`src/rtl/sdram_width_pkg.sv`:
```
package sdram_width_pkg;

    localparam int LANE_W = 8;
    localparam int LANES  = 4;
    localparam int WORD_W = LANE_W * LANES;
    localparam int IDX_W  = $clog2(LANES);

    typedef enum logic [1:0] {
        MODE_FULL = 2'd0,
        MODE_HALF = 2'd1,
        MODE_BYTE = 2'd2
    } mem_mode_e;

    function automatic mem_mode_e decode_mode(input logic [1:0] sel);
        if (sel[1])      return MODE_BYTE;
        else if (sel[0]) return MODE_HALF;
        else             return MODE_FULL;
    endfunction

    typedef struct packed {
        logic [IDX_W-1:0] idx;
    } wr_state_t;

endpackage

```
`src/rtl/sdram_beat_lane_map.sv`:
```
module sdram_beat_lane_map
    import sdram_width_pkg::*;
#(
    parameter int SLICE_W = LANE_W
) (
    input  logic [1:0]               width_sel,
    input  logic [IDX_W-1:0]         beat_idx,
    output logic [IDX_W-1:0]         last_idx,
    output logic [IDX_W-1:0]         lane_shift,
    output logic [LANES-1:0]         en_mask,
    output logic [SLICE_W*LANES-1:0] data_mask
);

    always_comb begin
        case (decode_mode(width_sel))
            MODE_HALF: begin
                last_idx   = IDX_W'(1);
                lane_shift = IDX_W'({beat_idx[0], 1'b0});
                en_mask    = LANES'(4'b0011);
            end
            MODE_BYTE: begin
                last_idx   = IDX_W'(LANES - 1);
                lane_shift = beat_idx;
                en_mask    = LANES'(4'b0001);
            end
            default: begin
                last_idx   = '0;
                lane_shift = '0;
                en_mask    = '1;
            end
        endcase
    end

    for (genvar g = 0; g < LANES; g++) begin : g_lane_mask
        assign data_mask[g*SLICE_W +: SLICE_W] = {SLICE_W{en_mask[g]}};
    end

endmodule

```
`src/rtl/sdram_wr_split.sv`:
```
module sdram_wr_split
    import sdram_width_pkg::*;
#(
    parameter int SLICE_W = LANE_W
) (
    input  logic                     clk,
    input  logic                     rst_n,
    input  logic [1:0]               width_sel,
    input  logic                     wr_start,
    input  logic                     wr_take,
    input  logic                     wr_end,
    input  logic [SLICE_W*LANES-1:0] word_in,
    input  logic [LANES-1:0]         word_be_n,
    output logic [SLICE_W*LANES-1:0] beat_data,
    output logic [LANES-1:0]         beat_be_n,
    output logic                     word_next,
    output logic                     word_last
);

    localparam int WW   = SLICE_W * LANES;
    localparam int SH_W = $clog2(WW);

    wr_state_t          st_q, st_d;
    logic [IDX_W-1:0]   eff_idx;
    logic [IDX_W-1:0]   last_idx;
    logic [IDX_W-1:0]   lane_shift;
    logic [LANES-1:0]   en_mask;
    logic [WW-1:0]      data_mask;
    logic [SH_W-1:0]    shift_bits;
    logic               word_done;

    sdram_beat_lane_map #(.SLICE_W(SLICE_W)) u_map (
        .width_sel  (width_sel),
        .beat_idx   (eff_idx),
        .last_idx   (last_idx),
        .lane_shift (lane_shift),
        .en_mask    (en_mask),
        .data_mask  (data_mask)
    );

    always_comb begin
        eff_idx    = wr_start ? '0 : st_q.idx;
        shift_bits = SH_W'(int'(lane_shift) * SLICE_W);
        word_done  = wr_take && ((eff_idx == last_idx) || wr_end);
        st_d       = st_q;
        if (wr_take) begin
            st_d.idx = word_done ? '0 : eff_idx + IDX_W'(1);
        end else if (wr_start) begin
            st_d.idx = '0;
        end
    end

    always_ff @(posedge clk or negedge rst_n) begin
        if (!rst_n) st_q <= '0;
        else        st_q <= st_d;
    end

    assign beat_data = (word_in >> shift_bits) & data_mask;
    assign beat_be_n = (word_be_n >> lane_shift) | ~en_mask;
    assign word_next = word_done;
    assign word_last = word_done && wr_end;

endmodule

```
`src/rtl/sdram_rd_pack.sv`:
```
module sdram_rd_pack
    import sdram_width_pkg::*;
#(
    parameter int SLICE_W = LANE_W
) (
    input  logic                     clk,
    input  logic                     rst_n,
    input  logic [1:0]               width_sel,
    input  logic                     rd_start,
    input  logic                     beat_valid,
    input  logic                     rd_end,
    input  logic [SLICE_W*LANES-1:0] beat_in,
    output logic [SLICE_W*LANES-1:0] word_out,
    output logic                     word_valid,
    output logic                     word_last
);

    localparam int WW   = SLICE_W * LANES;
    localparam int SH_W = $clog2(WW);

    typedef struct packed {
        logic [IDX_W-1:0] idx;
        logic [WW-1:0]    acc;
    } rd_state_t;

    rd_state_t          st_q, st_d;
    logic [IDX_W-1:0]   eff_idx;
    logic [IDX_W-1:0]   last_idx;
    logic [IDX_W-1:0]   lane_shift;
    logic [LANES-1:0]   en_mask;
    logic [WW-1:0]      data_mask;
    logic [SH_W-1:0]    shift_bits;
    logic [WW-1:0]      base;
    logic [WW-1:0]      merged;
    logic               word_done;

    sdram_beat_lane_map #(.SLICE_W(SLICE_W)) u_map (
        .width_sel  (width_sel),
        .beat_idx   (eff_idx),
        .last_idx   (last_idx),
        .lane_shift (lane_shift),
        .en_mask    (en_mask),
        .data_mask  (data_mask)
    );

    always_comb begin
        eff_idx    = rd_start ? '0 : st_q.idx;
        shift_bits = SH_W'(int'(lane_shift) * SLICE_W);
        base       = (eff_idx == '0) ? '0 : st_q.acc;
        merged     = base | ((beat_in & data_mask) << shift_bits);
        word_done  = beat_valid && ((eff_idx == last_idx) || rd_end);
        st_d       = st_q;
        if (beat_valid) begin
            st_d.idx = word_done ? '0 : eff_idx + IDX_W'(1);
            st_d.acc = word_done ? '0 : merged;
        end else if (rd_start) begin
            st_d.idx = '0;
            st_d.acc = '0;
        end
    end

    always_ff @(posedge clk or negedge rst_n) begin
        if (!rst_n) st_q <= '0;
        else        st_q <= st_d;
    end

    assign word_out   = merged;
    assign word_valid = word_done;
    assign word_last  = word_done && rd_end;

endmodule

```
`src/rtl/sdram_width_adapter.sv`:
```
module sdram_width_adapter
    import sdram_width_pkg::*;
(
    input  logic              clk,
    input  logic              rst_n,
    input  logic [1:0]        width_sel,
    input  logic [WORD_W-1:0] app_wr_data,
    input  logic [LANES-1:0]  app_wr_be_n,
    output logic              app_wr_next,
    output logic              app_wr_last,
    input  logic              wr_start,
    input  logic              wr_take,
    input  logic              wr_last,
    output logic [WORD_W-1:0] mem_wr_data,
    output logic [LANES-1:0]  mem_wr_be_n,
    input  logic              rd_start,
    input  logic              rd_beat,
    input  logic              rd_last,
    input  logic [WORD_W-1:0] mem_rd_data,
    output logic [WORD_W-1:0] app_rd_data,
    output logic              app_rd_valid,
    output logic              app_rd_last
);

    sdram_wr_split #(.SLICE_W(LANE_W)) u_wr (
        .clk       (clk),
        .rst_n     (rst_n),
        .width_sel (width_sel),
        .wr_start  (wr_start),
        .wr_take   (wr_take),
        .wr_end    (wr_last),
        .word_in   (app_wr_data),
        .word_be_n (app_wr_be_n),
        .beat_data (mem_wr_data),
        .beat_be_n (mem_wr_be_n),
        .word_next (app_wr_next),
        .word_last (app_wr_last)
    );

    sdram_rd_pack #(.SLICE_W(LANE_W)) u_rd (
        .clk        (clk),
        .rst_n      (rst_n),
        .width_sel  (width_sel),
        .rd_start   (rd_start),
        .beat_valid (rd_beat),
        .rd_end     (rd_last),
        .beat_in    (mem_rd_data),
        .word_out   (app_rd_data),
        .word_valid (app_rd_valid),
        .word_last  (app_rd_last)
    );

endmodule

```
`config.mk`:
```
export PLATFORM = sky130hd
export DESIGN_NAME = sdram_width_adapter
export DESIGN_NICKNAME = d
export VERILOG_FILES = /design/src/rtl/sdram_width_pkg.sv /design/src/rtl/sdram_beat_lane_map.sv /design/src/rtl/sdram_wr_split.sv /design/src/rtl/sdram_rd_pack.sv /design/src/rtl/sdram_width_adapter.sv
export SDC_FILE = /design/constraint.sdc
export NUM_CORES = 1
export LEC_CHECK = 0
export BUFFER_PORTS_ARGS = -buffer_cell sky130_fd_sc_hd__buf_2
export CORE_MARGIN = 5
export CORE_UTILIZATION = 50
export DETAILED_ROUTE_END_ITERATION = 10
export PLACE_DENSITY = 0.82
export SYNTH_ARGS = -nofsm -noshare
export SYNTH_HDL_FRONTEND = slang
export SYNTH_HIERARCHICAL = 1
export SYNTH_SLANG_ARGS = --single-unit
```
`constraint.sdc`:
```
create_clock -name clk -period 3.63 [get_ports clk]
set_clock_uncertainty 0.05 [all_clocks]
set_input_delay 1.089 -clock clk [delete_from_list [all_inputs] [get_ports clk]]
set_output_delay 1.089 -clock clk [all_outputs]
set_load 0.02 [all_outputs]
```
==> results.json <==
{
  "status": "finished with violations",
  "violations": "setup timing",
  "crit_fanout": 14,
  "cts-root-buf": "clkbuf_8",
  "setup_viol": 20,
  "final.min_clock_period_ps": 3725,
  "slew_viol_final": 0,
  "r2r-end": "u_rd/st_q[31]",
  "fmax_mhz": 268.4,
  "cts_tree": "yes",
  "worst_setup_path_start_kind": "input port",
  "dieArea_sq_um": 9170,
  "whs_path_depth": 1,
  "grt-ovfl-total": 0,
  "place_ws_ps": -127.3,
  "reg2reg_slack_ps": 1510,
  "r2r_start": "u_rd/st_q[32]",
  "die_y_microns": 95.76,
  "wl_mm": 11.84,
  "gp_congestion": 0.9232,
  "critPathKind": "input port to output pin",
  "diodes": 0,
  "finalPower_w": 0.001202,
  "antenna_left": 0,
  "cts.sinks": 36,
  "hold_start": "u_rd/st_q[17]",
  "dp_hpwl_mm": 8.154,
  "clk_path_buf_depth": 2,
  "grt_antenna_before_repair": 0,
  "port_buffers": 149,
  "path_clk_slew_ps": 70,
  "power_density_nw_per_um2": 251.0,
  "grt_pass1_wl_mm": 17.68,
  "die_w_microns": 95.76,
  "grt_pass1_vias": 3788,
  "worst_hold_path.endpoint": "u_rd/st_q[17]",
  "core_sq_um": 7214,
  "critPathRequiredTime_ps": 2490,
  "synthCells": 427,
  "h-tree-depth": 2,
  "area_delta_synth_final_pct": 30.25,
  "slew_headroom": 0.4415,
  "drive_gt1_frac": 0.4883,
  "initial_core_util": 0.5097,
  "ios": 150,
  "cts_buffers": 5,
  "grt_setup_unrepaired": "true",
  "multi_input_area_sq_um": 2312,
  "nets": 633,
  "viasPerCell": 5.818,
  "max_slew.worst_pin.slew_ps": 837.8,
  "p_leak_nw": 2.407,
  "hold_class": "register to register",
  "drt_first_pass_iters": 5,
  "drc_errors": 0,
  "via_count": 3805,
  "cp_data_arrival_time_ps": 2590,
  "grt_usage": 0.2407,
  "syn-cell-area_sq_um": 3677,
  "end_kind": "output pin",
  "row_count": 31,
  "grt_max_degree": 37,
  "drt-initial-drc-count": 208,
  "syn_avg_cell_area_sq_um": 8.612,
  "seq_area_sq_um": 900.9,
  "fill_cells": 565,
  "worstRegToRegCells": 9,
  "routedWlPerCell_microns": 18.11,
  "max_cap_viol_count": 0,
  "period_share": 1.026,
  "ys_warn_count": 6,
  "insertion_delay_ps": 280,
  "final_hold_viol_count": 0,
  "timing.final.ws_setup_ps": -95.18,
  "worst_ir_drop_vdd_mv": 0.2453
}
==> area by class of cell <==
type | count | area share
Clock buffer | 6 | 0.01724
Clock inverter | 2 | 0.002090
Inverter | 13 | 0.01097
Multi-Input combinational cell | 297 | 0.4828
Sequential cell | 36 | 0.1881
Tap cell | 99 | 0.02586
Timing Repair Buffer | 201 | 0.2730
==> layout by cell type, fill, tap and decap left out, drive strengths merged, types with 8 or more instances in the layout <==
cell type	n
o211a	8
dfrtp	36
buf	201
o2bb2ai	13
o22ai	13
nor3b	8
nor2	14
mux2i	18
nand2	45
inv	12
and2	14
conb	17
nand3	11
a32o	34
mux2	10
o21ai	19
and3	14
==> metal layers <==
layer | routed length [microns] | vias up | track usage
met5 | 0 | - | 0
met4 | 180 | 0 | 0.07227
met3 | 1262 | 24 | 0.04848
met2 | 5940 | 223 | 0.4453
met1 | 4460 | 1803 | 0.2773
li1 | - | 1755 | -
==> sequential cells by signal, indices dropped and copies added, names as in the netlist <==
name and cells:
u_rd/st_q 34, u_wr/st_q 2
==> critical path, stage by stage <==
cell	delay (ps)
buf_8	100
and2b_2	220
nand2_2	70
o21ai_4	210
buf_12	180
mux2_2	350
o211a_1	210
buf_2	160
==> per-stage QoR <==
| stage | hold WS, ps | utilization | instance area (sq um) | TNS (ps) | instances |
|---|---|---|---|---|---|
| detailed placement | 434.7 | 0.5930 | 4278 | -2906 | 635 |
| finish | 449.0 | 0.6639 | 4790 | -963.8 | 654 |
| CTS | 452.6 | 0.6360 | 4588 | -729.1 | 651 |
| global placement | 422.8 | 0.5930 | 4278 | -1846 | 635 |
| global route | 470.6 | 0.6639 | 4790 | -3209 | 654 |
| floorplan | 403.7 | - | 3734 | 0 | 442 |
==> power breakdown <==
group | switching, W | internal, W | leakage (nW)
Combinational | 0.000270 | 0.000205 | 1.86
Sequential | 0.0000117 | 0.000416 | 0.494
Clock | 0.000148 | 0.000152 | 0.0510
==> what timing repair did <==
action | CTS | global route
buffers inserted | 6 | 5
hold buffers | 0 | 0
setup endpoints to repair | 52 | 53
pin swaps | 3 | 12
cloned | 2 | 0
resized for setup | 35 | 52
==> worst max-delay path by stage <==
stage | slack [ps] | from | endpoint | cells past startpoint
after floorplan | 50 | wr_start | mem_wr_data[16] | 6
after global placement | -110 | rd_start | app_rd_data[16] | 10
after detailed placement | -130 | rd_start | app_rd_data[25] | 10
after CTS | -60 | wr_start | mem_wr_data[6] | 8
after global routing | -150 | wr_start | mem_wr_be_n[0] | 10
final | -100 | wr_start | mem_wr_data[1] | 8
Power figures use the tool's default switching activity.
